`config.mk`:
```
export PLATFORM = sky130hd
export DESIGN_NAME = tstamp_oneshot
export DESIGN_NICKNAME = d
export VERILOG_FILES = /design/src/rtl/tso_pkg.sv /design/src/rtl/tso_rst_sync.sv /design/src/rtl/tso_regfile.sv /design/src/rtl/tso_match.sv /design/src/rtl/tso_fire.sv /design/src/rtl/tstamp_oneshot.sv
export SDC_FILE = /design/constraint.sdc
export NUM_CORES = 1
export LEC_CHECK = 0
export BUFFER_PORTS_ARGS = -buffer_cell sky130_fd_sc_hd__buf_2
export CAP_MARGIN = 20
export CORE_MARGIN = 4
export CORE_UTILIZATION = 23
export CTS_BUF_LIST = sky130_fd_sc_hd__clkbuf_2
export CTS_CLUSTER_DIAMETER = 40
export DETAILED_ROUTE_END_ITERATION = 10
export PLACE_DENSITY_LB_ADDON = 0.15
export SLEW_MARGIN = 10
export SYNTH_ARGS = -nofsm -noshare
export SYNTH_HDL_FRONTEND = slang
export SYNTH_SLANG_ARGS = --single-unit
```
`constraint.sdc`:
```
create_clock -name clk_i -period 8.3 [get_ports clk_i]
set_input_delay 2.49 -clock clk_i [delete_from_list [all_inputs] [get_ports clk_i]]
set_output_delay 2.49 -clock clk_i [all_outputs]
set_load 0.03 [all_outputs]
```
`src/rtl/tso_pkg.sv`:
```
package tso_pkg;
  // Register layout, byte offsets on a 4-byte word grid.
  localparam int unsigned REG_BYTES = 4;
  localparam int unsigned OFS_CTRL  = 0;
  localparam int unsigned OFS_SEC   = 8;   // first word: most significant half
  localparam int unsigned OFS_CYC   = 16;
  localparam int unsigned ARM_BIT   = 0;
endpackage

```
`src/rtl/tso_rst_sync.sv`:
```
module tso_rst_sync (
  input  logic clk_i,
  input  logic rst_ni,
  output logic rst_no
);
  logic [1:0] sync_q;
  logic [1:0] sync_d;

  always_comb sync_d = {sync_q[0], 1'b1};

  always_ff @(posedge clk_i or negedge rst_ni) begin
    if (!rst_ni) sync_q <= '0;
    else         sync_q <= sync_d;
  end

  assign rst_no = sync_q[1];
endmodule

```
`src/rtl/tso_regfile.sv`:
```
module tso_regfile
  import tso_pkg::*;
#(
  parameter int unsigned DATA_W    = 32,
  parameter int unsigned ADDR_W    = 5,
  parameter int unsigned SEC_W     = 64,
  parameter int unsigned CYC_W     = 32,
  parameter int unsigned SEC_CMP_W = 40,
  parameter int unsigned CYC_CMP_W = 28
) (
  input  logic                 clk_i,
  input  logic                 rst_ni,
  input  logic                 wr_i,
  input  logic [ADDR_W-1:0]    addr_i,
  input  logic [DATA_W-1:0]    wdata_i,
  input  logic                 armed_i,
  output logic [DATA_W-1:0]    rdata_o,
  output logic                 ctrl_stb_o,
  output logic                 ctrl_arm_o,
  output logic [SEC_CMP_W-1:0] tgt_sec_o,
  output logic [CYC_CMP_W-1:0] tgt_cyc_o
);
  localparam int unsigned WA_W      = ADDR_W - 2;
  localparam int unsigned SEC_WORDS = SEC_W / DATA_W;
  localparam int unsigned CTRL_IDX  = OFS_CTRL / REG_BYTES;
  localparam int unsigned SEC_IDX   = OFS_SEC / REG_BYTES;
  localparam int unsigned CYC_IDX   = OFS_CYC / REG_BYTES;

  logic [WA_W-1:0]  wa;
  logic             aligned;
  logic [SEC_W-1:0] sec_flat;
  logic [CYC_W-1:0] cyc_q, cyc_d;
  logic             cyc_en;

  assign wa      = addr_i[ADDR_W-1:2];
  assign aligned = (addr_i[1:0] == 2'b00);

  // Seconds target: one storage word per generate slot, top word first.
  for (genvar gi = 0; gi < SEC_WORDS; gi++) begin : g_sec
    logic              en;
    logic [DATA_W-1:0] d, q;

    always_comb begin
      en = wr_i && aligned && (wa == WA_W'(SEC_IDX + gi));
      d  = wdata_i;
    end

    always_ff @(posedge clk_i or negedge rst_ni) begin
      if (!rst_ni)  q <= '0;
      else if (en)  q <= d;
    end

    assign sec_flat[SEC_W-1-gi*DATA_W -: DATA_W] = q;
  end

  // Cycle target
  always_comb begin
    cyc_en = wr_i && aligned && (wa == WA_W'(CYC_IDX));
    cyc_d  = wdata_i[CYC_W-1:0];
  end

  always_ff @(posedge clk_i or negedge rst_ni) begin
    if (!rst_ni)     cyc_q <= '0;
    else if (cyc_en) cyc_q <= cyc_d;
  end

  // Control write strobe, one cycle per host write
  always_comb begin
    ctrl_stb_o = wr_i && aligned && (wa == WA_W'(CTRL_IDX));
    ctrl_arm_o = wdata_i[ARM_BIT];
  end

  // Read mux
  always_comb begin
    rdata_o = '0;
    if (aligned) begin
      if (wa == WA_W'(CTRL_IDX)) rdata_o[ARM_BIT] = armed_i;
      if (wa == WA_W'(CYC_IDX))  rdata_o[CYC_W-1:0] = cyc_q;
      for (int i = 0; i < SEC_WORDS; i++) begin
        if (wa == WA_W'(SEC_IDX + i)) rdata_o = sec_flat[SEC_W-1-i*DATA_W -: DATA_W];
      end
    end
  end

  assign tgt_sec_o = sec_flat[SEC_CMP_W-1:0];
  assign tgt_cyc_o = cyc_q[CYC_CMP_W-1:0];

  // seconds storage moves only on a host write
  a_r2_sec_hold: assert property (@(posedge clk_i) disable iff (!rst_ni)
    !wr_i |=> $stable(sec_flat));

  // cycle target captures the written word
  a_r3_cyc_load: assert property (@(posedge clk_i) disable iff (!rst_ni)
    (wr_i && addr_i == ADDR_W'(OFS_CYC)) |=> (cyc_q == $past(wdata_i[CYC_W-1:0])));

  // misaligned accesses leave all storage untouched
  a_r11_misaligned: assert property (@(posedge clk_i) disable iff (!rst_ni)
    (wr_i && addr_i[1:0] != 2'b00) |=> ($stable(sec_flat) && $stable(cyc_q)));
endmodule

```
`src/rtl/tso_match.sv`:
```
module tso_match #(
  parameter int unsigned SEC_CMP_W = 40,
  parameter int unsigned CYC_CMP_W = 28
) (
  input  logic [SEC_CMP_W-1:0] tgt_sec_i,
  input  logic [CYC_CMP_W-1:0] tgt_cyc_i,
  input  logic [SEC_CMP_W-1:0] now_sec_i,
  input  logic [CYC_CMP_W-1:0] now_cyc_i,
  output logic                 hit_o
);
  logic sec_eq, cyc_eq;

  always_comb begin
    sec_eq = (tgt_sec_i == now_sec_i);
    cyc_eq = (tgt_cyc_i == now_cyc_i);
    hit_o  = sec_eq && cyc_eq;
  end
endmodule

```
`src/rtl/tso_fire.sv`:
```
module tso_fire (
  input  logic clk_i,
  input  logic rst_ni,
  input  logic ctrl_stb_i,
  input  logic ctrl_arm_i,
  input  logic hit_i,
  output logic armed_o,
  output logic trig_o
);
  logic armed_q, armed_d, armed_en;
  logic trig_q, fire_d;

  // Next state: host write has priority over the self-clear.
  always_comb begin
    fire_d   = armed_q && hit_i;
    armed_en = ctrl_stb_i || fire_d;
    armed_d  = ctrl_stb_i ? ctrl_arm_i : 1'b0;
  end

  always_ff @(posedge clk_i or negedge rst_ni) begin
    if (!rst_ni)       armed_q <= 1'b0;
    else if (armed_en) armed_q <= armed_d;
  end

  always_ff @(posedge clk_i or negedge rst_ni) begin
    if (!rst_ni) trig_q <= 1'b0;
    else         trig_q <= fire_d;
  end

  assign armed_o = armed_q;
  assign trig_o  = trig_q;

  // the arm bit only rises through a host write of 1
  a_r4_arm_source: assert property (@(posedge clk_i) disable iff (!rst_ni)
    $rose(armed_q) |-> $past(ctrl_stb_i && ctrl_arm_i));

  // a pulse always comes from an armed state
  a_r5_fire_needs_arm: assert property (@(posedge clk_i) disable iff (!rst_ni)
    trig_q |-> $past(armed_q));

  // pulse lasts one cycle unless the host re-armed on the firing edge
  a_r5_one_cycle: assert property (@(posedge clk_i) disable iff (!rst_ni)
    (trig_q && !$past(ctrl_stb_i)) |=> !trig_q);

  // a match while armed and undisturbed fires and disarms
  a_r7_self_clear: assert property (@(posedge clk_i) disable iff (!rst_ni)
    (armed_q && hit_i && !ctrl_stb_i) |=> (trig_q && !armed_q));

  // nothing fires from a disarmed state
  a_r9_quiet_when_idle: assert property (@(posedge clk_i) disable iff (!rst_ni)
    !armed_q |=> !trig_q);

  // a control write decides the armed state even on a firing edge
  a_r10_write_wins: assert property (@(posedge clk_i) disable iff (!rst_ni)
    ctrl_stb_i |=> (armed_q == $past(ctrl_arm_i)));
endmodule

```
`src/rtl/tstamp_oneshot.sv`:
```
module tstamp_oneshot #(
  parameter int unsigned DATA_W    = 32,
  parameter int unsigned ADDR_W    = 5,
  parameter int unsigned SEC_W     = 64,
  parameter int unsigned CYC_W     = 32,
  parameter int unsigned SEC_CMP_W = 40,
  parameter int unsigned CYC_CMP_W = 28
) (
  input  logic                 clk_i,
  input  logic                 rst_ni,
  input  logic                 reg_wr_i,
  input  logic [ADDR_W-1:0]    reg_addr_i,
  input  logic [DATA_W-1:0]    reg_wdata_i,
  output logic [DATA_W-1:0]    reg_rdata_o,
  input  logic [SEC_CMP_W-1:0] now_sec_i,
  input  logic [CYC_CMP_W-1:0] now_cyc_i,
  output logic                 trig_o
);
  logic                 rst_n;
  logic                 ctrl_stb, ctrl_arm, armed, hit;
  logic [SEC_CMP_W-1:0] tgt_sec;
  logic [CYC_CMP_W-1:0] tgt_cyc;

  tso_rst_sync u_rst (
    .clk_i  (clk_i),
    .rst_ni (rst_ni),
    .rst_no (rst_n)
  );

  tso_regfile #(
    .DATA_W(DATA_W), .ADDR_W(ADDR_W), .SEC_W(SEC_W), .CYC_W(CYC_W),
    .SEC_CMP_W(SEC_CMP_W), .CYC_CMP_W(CYC_CMP_W)
  ) u_regs (
    .clk_i      (clk_i),
    .rst_ni     (rst_n),
    .wr_i       (reg_wr_i),
    .addr_i     (reg_addr_i),
    .wdata_i    (reg_wdata_i),
    .armed_i    (armed),
    .rdata_o    (reg_rdata_o),
    .ctrl_stb_o (ctrl_stb),
    .ctrl_arm_o (ctrl_arm),
    .tgt_sec_o  (tgt_sec),
    .tgt_cyc_o  (tgt_cyc)
  );

  tso_match #(.SEC_CMP_W(SEC_CMP_W), .CYC_CMP_W(CYC_CMP_W)) u_match (
    .tgt_sec_i (tgt_sec),
    .tgt_cyc_i (tgt_cyc),
    .now_sec_i (now_sec_i),
    .now_cyc_i (now_cyc_i),
    .hit_o     (hit)
  );

  tso_fire u_fire (
    .clk_i      (clk_i),
    .rst_ni     (rst_n),
    .ctrl_stb_i (ctrl_stb),
    .ctrl_arm_i (ctrl_arm),
    .hit_i      (hit),
    .armed_o    (armed),
    .trig_o     (trig_o)
  );
endmodule

```
==> impl_metrics.yaml, run 1 <==
status:
  outcome: "finished, final reports clean"
worst_setup_path:
  timing.critical_path.arrival_ns: 4.17
  type_of_element_capturing_the_critical_path: "output pin"
  worst-endpoint-required_ns: 5.81
  crit_type: "primary input to output pin"
  critical_path.startpoint_type: "primary input"
  critical_path.max_fanout: 22
place:
  routabilityCongestion: 0.7607
  place_hpwl_mm: 13.55
  portBuffers: 140
  placedCellCount: 905
  detailedPlace.worstSlack_ns: 1.650
  placement.cell_area_mm2: 0.006374
pwr:
  worst_ir_drop_vdd_mv: 0.07120
  p_leak_nw: 3.083
  power_density_mw_per_mm2: 183.2
  p_total_mw: 1.193
routing:
  detailedRoute.firstIterationViolations: 151
  drt-vias-per-instance: 4.488
  via_count: 4147
  routedWlPerCell_um: 20.69
  drc: 0
  first_pass_iters: 4
  routed_wl_mm: 19.11
  antenna_nets_post_route: 0
timing:
  timing_worst_slew_pin_value_ns: 0.9546
  post-route-min-period_ns: 6.660
  grt_setup_unrepaired: "no"
  fmax_ghz: 0.1502
  finalMaxSlewViolations: 0
  fin_hold_ws_ns: 0.3333
  clock-skew-final_ns: 0.02767
  worst_slack_ns: 1.640
  setup_violations: 0
  fin_crit_sh_pct: 80.24
  totalNegativeSetupSlack_ns: 0
  report.final.hold_viol_count: 0
  slew-limit-headroom_pct: 36.21
clock_tree:
  num_cts_buffers: 9
  clk_pin_slew_ns: 0.26
  clock-sinks: 100
  worstSkewPairLatency_ns: 0.60
  cts_htree_levels: 3
  cts_post_setup_buffers_inserted: 0
  cts_root_buffer: "clkbuf_2"
  cts_resized: 0
  tritoncts: "yes"
  cts_hold_buffers: 0
  clock_path_buffers: 2
global_route:
  via_count_of_the_first_global_routing_pass: 4437
  gr-usage-all-layers_pct: 14.54
  grt_max_degree: 58
  antenna_found_initial: 3
  wire_length_of_the_first_global_routing_pass_mm: 28.12
  grt_overflow: 0
floorplanning:
  die_h_um: 160.8
  core_region_mm2: 0.02278
  rows: 55
  design.die.area_mm2: 0.02585
  initial_core_util_pct: 23.57
  io_pins: 141
  dieWidth_um: 160.8
logic_synthesis:
  ys_warn_count: 0
  synth.yosys.seq_area_share_pct: 46.61
  netlist_instances: 471
  synth-main-ff-cell: "dfrtp_1"
  ys_async_sr_fraction_pct: 100.0
  mappedNetlistArea_mm2: 0.005369
  synth-edff-count: 0
  postSynthAreaPerCell_um2: 11.40
  synth_cell_type_count: 34
  synthesis.nets: 579
  yosys_register_bits: 100
cells_and_area:
  commonest_cells_after_routing_fill_and_taps_aside: "buf_2 (140), dfrtp_1 (99), mux2_2 (66)"
  final_cell_area_mm2: 0.006511
  nFillCells: 2432
  finalNonFillerCells: 924
  layout-area-overhead-vs-synth_pct: 21.28
  layout.core_utilization_pct: 28.59
  share_of_cells_above_drive_strength_1_pct: 44.01
  final_nets: 712
  mostFrequentLayoutCell: "buf_2"
min_path:
  min_delay_worst_type: "flop to asynchronous set/reset pin"
job:
  number_of_maximum_capacitance_constraint_violations: 0
[flip-flops by register name, summed over array words and instances, names as in the netlist]
signal,flops
u_fire.armed_o,1
u_fire.trig_o,1
u_regs.cyc_q,32
u_regs.g_sec.q,64
u_rst.sync_q,2
[synth_stat cells (all sizes together) (2+ instances only)]
cell	number	share of area, %
o22ai	4	0.47
a21oi	31	2.9
clkbuf	15	1.0
nor4	14	1.7
mux2	96	22
nand4	8	1.2
inv	13	0.91
buf	11	1.8
nand3	3	0.37
o2bb2ai	4	0.65
o21ai	65	6.1
nor3	2	0.19
xor2	38	6.2
dfrtp	100	47
nor2b	3	0.35
nand2	35	2.4
a22o	2	0.33
nor2	2	0.19
xnor2	17	2.8
[critical path: stages]
cell     delay [ns]
buf_2          0.14
nor2b_2        0.16
nand2_1        0.30
buf_4          0.39
o21ai_0        0.12
a21oi_1        0.28
buf_2          0.27
[metal layers]
layer	vias to the layer above	global-route usage [%]	part of all wire (%)
li1	1943	-	-
met2	120	24.44	49
met1	2063	18.81	45
met4	2	3.645	1.4
met3	19	3.618	5.1
met5	-	0	0.037
[final cells by class]
cell class / instances / area [um^2] / area share [%]
Antenna cell: 2 / 5.005 / 0.07686
Clock buffer: 9 / 45.04 / 0.6918
Clock inverter: 7 / 67.56 / 1.038
Inverter: 13 / 48.80 / 0.7494
Multi-Input combinational cell: 332 / 2674 / 41.06
Sequential cell: 100 / 2506 / 38.49
Tap cell: 313 / 391.6 / 6.015
Timing Repair Buffer: 148 / 773.2 / 11.88
[power breakdown]
part / total (mW) / leakage [nW] / internal (mW) / switching [mW]
combinational: 0.290 / 1.74 / 0.156 / 0.134
sequential: 0.661 / 1.27 / 0.579 / 0.0811
clock: 0.242 / 0.0637 / 0.0673 / 0.175
[kinds of logic after synthesis]
logic type | count (synthesis) | share of synthesized area (%)
compound gates | 110 | 10.98
flops | 100 | 46.61
simple gates | 70 | 7.411
buf+inv | 39 | 3.729
xor+xnor | 55 | 8.972
other cells | 1 | 0.06985
mux | 96 | 22.23
[path summary, 6_finish.rpt]
check                           slack (ns)                  from  depth (start not counted)                    end
worst min-delay path                  0.33       u_rst.sync_q[1]                          0  u_regs.g_sec[0].q[31]
worst min register to register        0.33       u_rst.sync_q[1]                          0  u_regs.g_sec[0].q[31]
max in group asynchronous             6.57                rst_ni                          1        u_rst.sync_q[1]
min in group clk_i                    0.40       u_rst.sync_q[0]                          0        u_rst.sync_q[1]
worst max-delay path                  1.64         reg_addr_i[3]                          7        reg_rdata_o[26]
worst max register to register        6.30  u_regs.g_sec[0].q[2]                          5         u_fire.armed_o
No activity file was read; power rests on OpenSTA's default activity.
==> inputs of run 2 (changes only) <==
==> constraint.sdc (replaced) <==
create_clock -name clk_i -period 6.5 [get_ports clk_i]
set_input_delay 1.95 -clock clk_i [delete_from_list [all_inputs] [get_ports clk_i]]
set_output_delay 1.95 -clock clk_i [all_outputs]
set_load 0.03 [all_outputs]
==> run 2 against run 1 <==
  * Sequential power increased by 28%
  * Cell count unchanged
  * Utilization increased by 0.082 points
  * Critical path type unchanged
  * Critical path depth unchanged
  * Setup slack got worse by 0.64 ns
  * Clock skew increased by 0.0085 ns
  * Global-route usage increased by 0.081 points
  * Largest power group unchanged
  * Worst hold slack improved by 0.039 ns
  * Register-to-register slack got worse by 1.8 ns
  * Largest cell class unchanged
  * Clock-buffer cell count unchanged
  * Wire length increased by 0.40%
  * Design area increased by 0.29%
==> impl_metrics.yaml, run 2 (synthesized netlist as in run 1, its figures left out) <==
pwr:
  clock_power_share_pct: 22.7
  p_switching_mw: 0.5107
  worst_ir_drop_vdd_mv: 0.09943
  power_density_mw_per_mm2: 241.4
  p_int_mw: 1.066
  share_seq_of_total_power_pct: 53.8
  power.combinational.fraction_pct: 23.6
  swShare_pct: 32.40
  p_leak_nw: 3.095
worst_setup_path:
  cp_top_delay_family: "simple AND/OR/NAND/NOR gates"
  timing.critical_path.arrival_ns: 3.55
  worst-endpoint-required_ns: 4.55
  crit_type: "primary input to output pin"
  critPathSlowestCell: "nand2_1"
  critical_path.n_buffers_inverters: 3
  critical_path.startpoint_type: "primary input"
  timing.critical_path.cells: "buf_2 > nor2b_2 > nand2_1 > buf_12 > o21ai_0 > a21oi_1 > buf_2"
  type_of_element_capturing_the_critical_path: "output pin"
  critical-path-top-cell-by-count: "buf_2"
  critical-path-max-stage-delay_ns: 0.51
  critical_path.max_fanout: 16
clock_tree:
  num_cts_buffers: 9
  cts_post_setup_buffers_inserted: 0
  cts_root_buffer: "clkbuf_2"
  tritoncts: "yes"
  worstSkewPairLatency_ns: 0.61
  clock-sinks: 100
  clk_pin_slew_ns: 0.29
  cts_htree_levels: 3
  cts_resized: 0
  cts_hold_buffers: 0
  clock_path_buffers: 2
global_route:
  grt.met3_usage_pct: 3.387
  grt_overflow: 0
  grtUsageMet2_pct: 24.31
  via_count_of_the_first_global_routing_pass: 4507
  gr-usage-met1_pct: 19.35
  antenna_found_initial: 4
  gr-usage-all-layers_pct: 14.62
  grt_max_degree: 53
  global_route.peak_usage_layer: "met2"
  wire_length_of_the_first_global_routing_pass_mm: 28.41
place:
  place_hpwl_mm: 13.70
  placement.cell_area_mm2: 0.006389
  routabilityCongestion: 0.7682
  detailedPlace.worstSlack_ns: 1.002
  portBuffers: 140
  placedCellCount: 906
cells_and_area:
  reg_top3: "u_regs.g_sec.q (64), u_regs.cyc_q (32), u_rst.sync_q (2)"
  largest_register: "u_regs.g_sec.q"
  final_nets: 712
  finalNonFillerCells: 924
  mostFrequentLayoutCell: "buf_2"
  commonest_cells_after_routing_fill_and_taps_aside: "buf_2 (140), dfrtp_1 (99), mux2_2 (66)"
  share_of_cells_above_drive_strength_1_pct: 43.75
  final_cell_area_mm2: 0.006530
  nFillCells: 2405
  layout.area.seq_mm2: 0.002506
  multi_input_logic_area_mm2: 0.002669
  largest_register_ff_count: 64
  layout-area-overhead-vs-synth_pct: 21.63
routing:
  detailedRoute.firstIterationViolations: 182
  first_pass_iters: 4
  routedWlPerCell_um: 20.77
  routed_wl_mm: 19.19
  drc: 0
  drt-vias-per-instance: 4.459
  via_count: 4120
  antenna_nets_post_route: 0
floorplanning:
  dieWidth_um: 160.8
  io_pins: 141
  rows: 55
  initial_core_util_pct: 23.57
  die_h_um: 160.8
  design.die.area_mm2: 0.02585
  core_region_mm2: 0.02278
timing:
  timing_worst_slew_pin_value_ns: 1.039
  fmax_ghz: 0.1819
  worst_slack_ns: 1.003
  fin_crit_sh_pct: 84.57
  totalNegativeSetupSlack_ns: 0
  slew-limit-headroom_pct: 30.58
  post-route-min-period_ns: 5.497
  setup_violations: 0
  fin_hold_ws_ns: 0.3727
  clock-skew-final_ns: 0.03618
  finalMaxSlewViolations: 0
  report.final.hold_viol_count: 0
  grt_setup_unrepaired: "no"
job:
  number_of_maximum_capacitance_constraint_violations: 0
min_path:
  min_delay_worst_type: "flop to asynchronous set/reset pin"
status:
  outcome: "finished, final reports clean"
## run 2: cell count changes in the layout (fill, tap and decap cells not counted), sizes merged
cell      delta
clkinvlp     -2
clkinv       -1
inv          +1
bufinv       +1
diode        +1
## run 2: final timing paths
| kind | end | from | cells past startpoint | slack (ns) |
|---|---|---|---|---|
| worst max-delay path | reg_rdata_o[21] | reg_addr_i[3] | 7 | 1.00 |
| worst min-delay path | u_regs.cyc_q[31] | u_rst.sync_q[1] | 0 | 0.37 |
| worst max register to register | u_fire.armed_o | u_regs.g_sec[0].q[2] | 5 | 4.53 |
| worst min register to register | u_regs.cyc_q[31] | u_rst.sync_q[1] | 0 | 0.37 |
| max in group asynchronous | u_fire.armed_o | u_rst.sync_q[1] | 1 | 4.95 |
| min in group clk_i | u_rst.sync_q[1] | u_rst.sync_q[0] | 0 | 0.40 |
## run 2: per-layer routing
layer  vias to the layer above  wire (um)
li1                       1935          -
met1                      2055       8695
met2                       117       9216
met3                        11       1040
met4                         2        229
met5                         -          7
## run 2: cell type report
cell class / instances / share of cell area [%]
multi-input cells: 332 / 40.87
flip-flops and latches: 100 / 38.38
repair buffers: 148 / 11.84
well taps: 313 / 5.997
clock inverters: 6 / 1.360
inverters: 13 / 0.7473
clock buffers: 9 / 0.6898
diodes: 3 / 0.1150
## run 2: worst register-to-register path: cells and delay by family (launching register included)
kind,cells,cell delay [ns]
flops,1,0.48
compound gates,1,0.12
xor+xnor,1,0.17
simple gates,3,1.11
## run 2: metrics by stage
step           utilization (%)  total power [mW]
5_1_grt                  28.67             1.663
3_3_place_gp             28.05             1.229
2_1_floorplan                -             1.077
3_5_place_dp             28.05             1.239
6_report                 28.67             1.576
4_1_cts                  28.63             1.603
## run 2: power by group through the flow
stage / Sequential [mW] / Clock (mW) / Combinational [mW]
2_1_floorplan: 0.827 / 0 / 0.250
3_3_place_gp: 0.856 / 0 / 0.373
3_5_place_dp: 0.861 / 0 / 0.378
4_1_cts: 0.849 / 0.374 / 0.380
5_1_grt: 0.865 / 0.393 / 0.405
6_report: 0.848 / 0.357 / 0.371
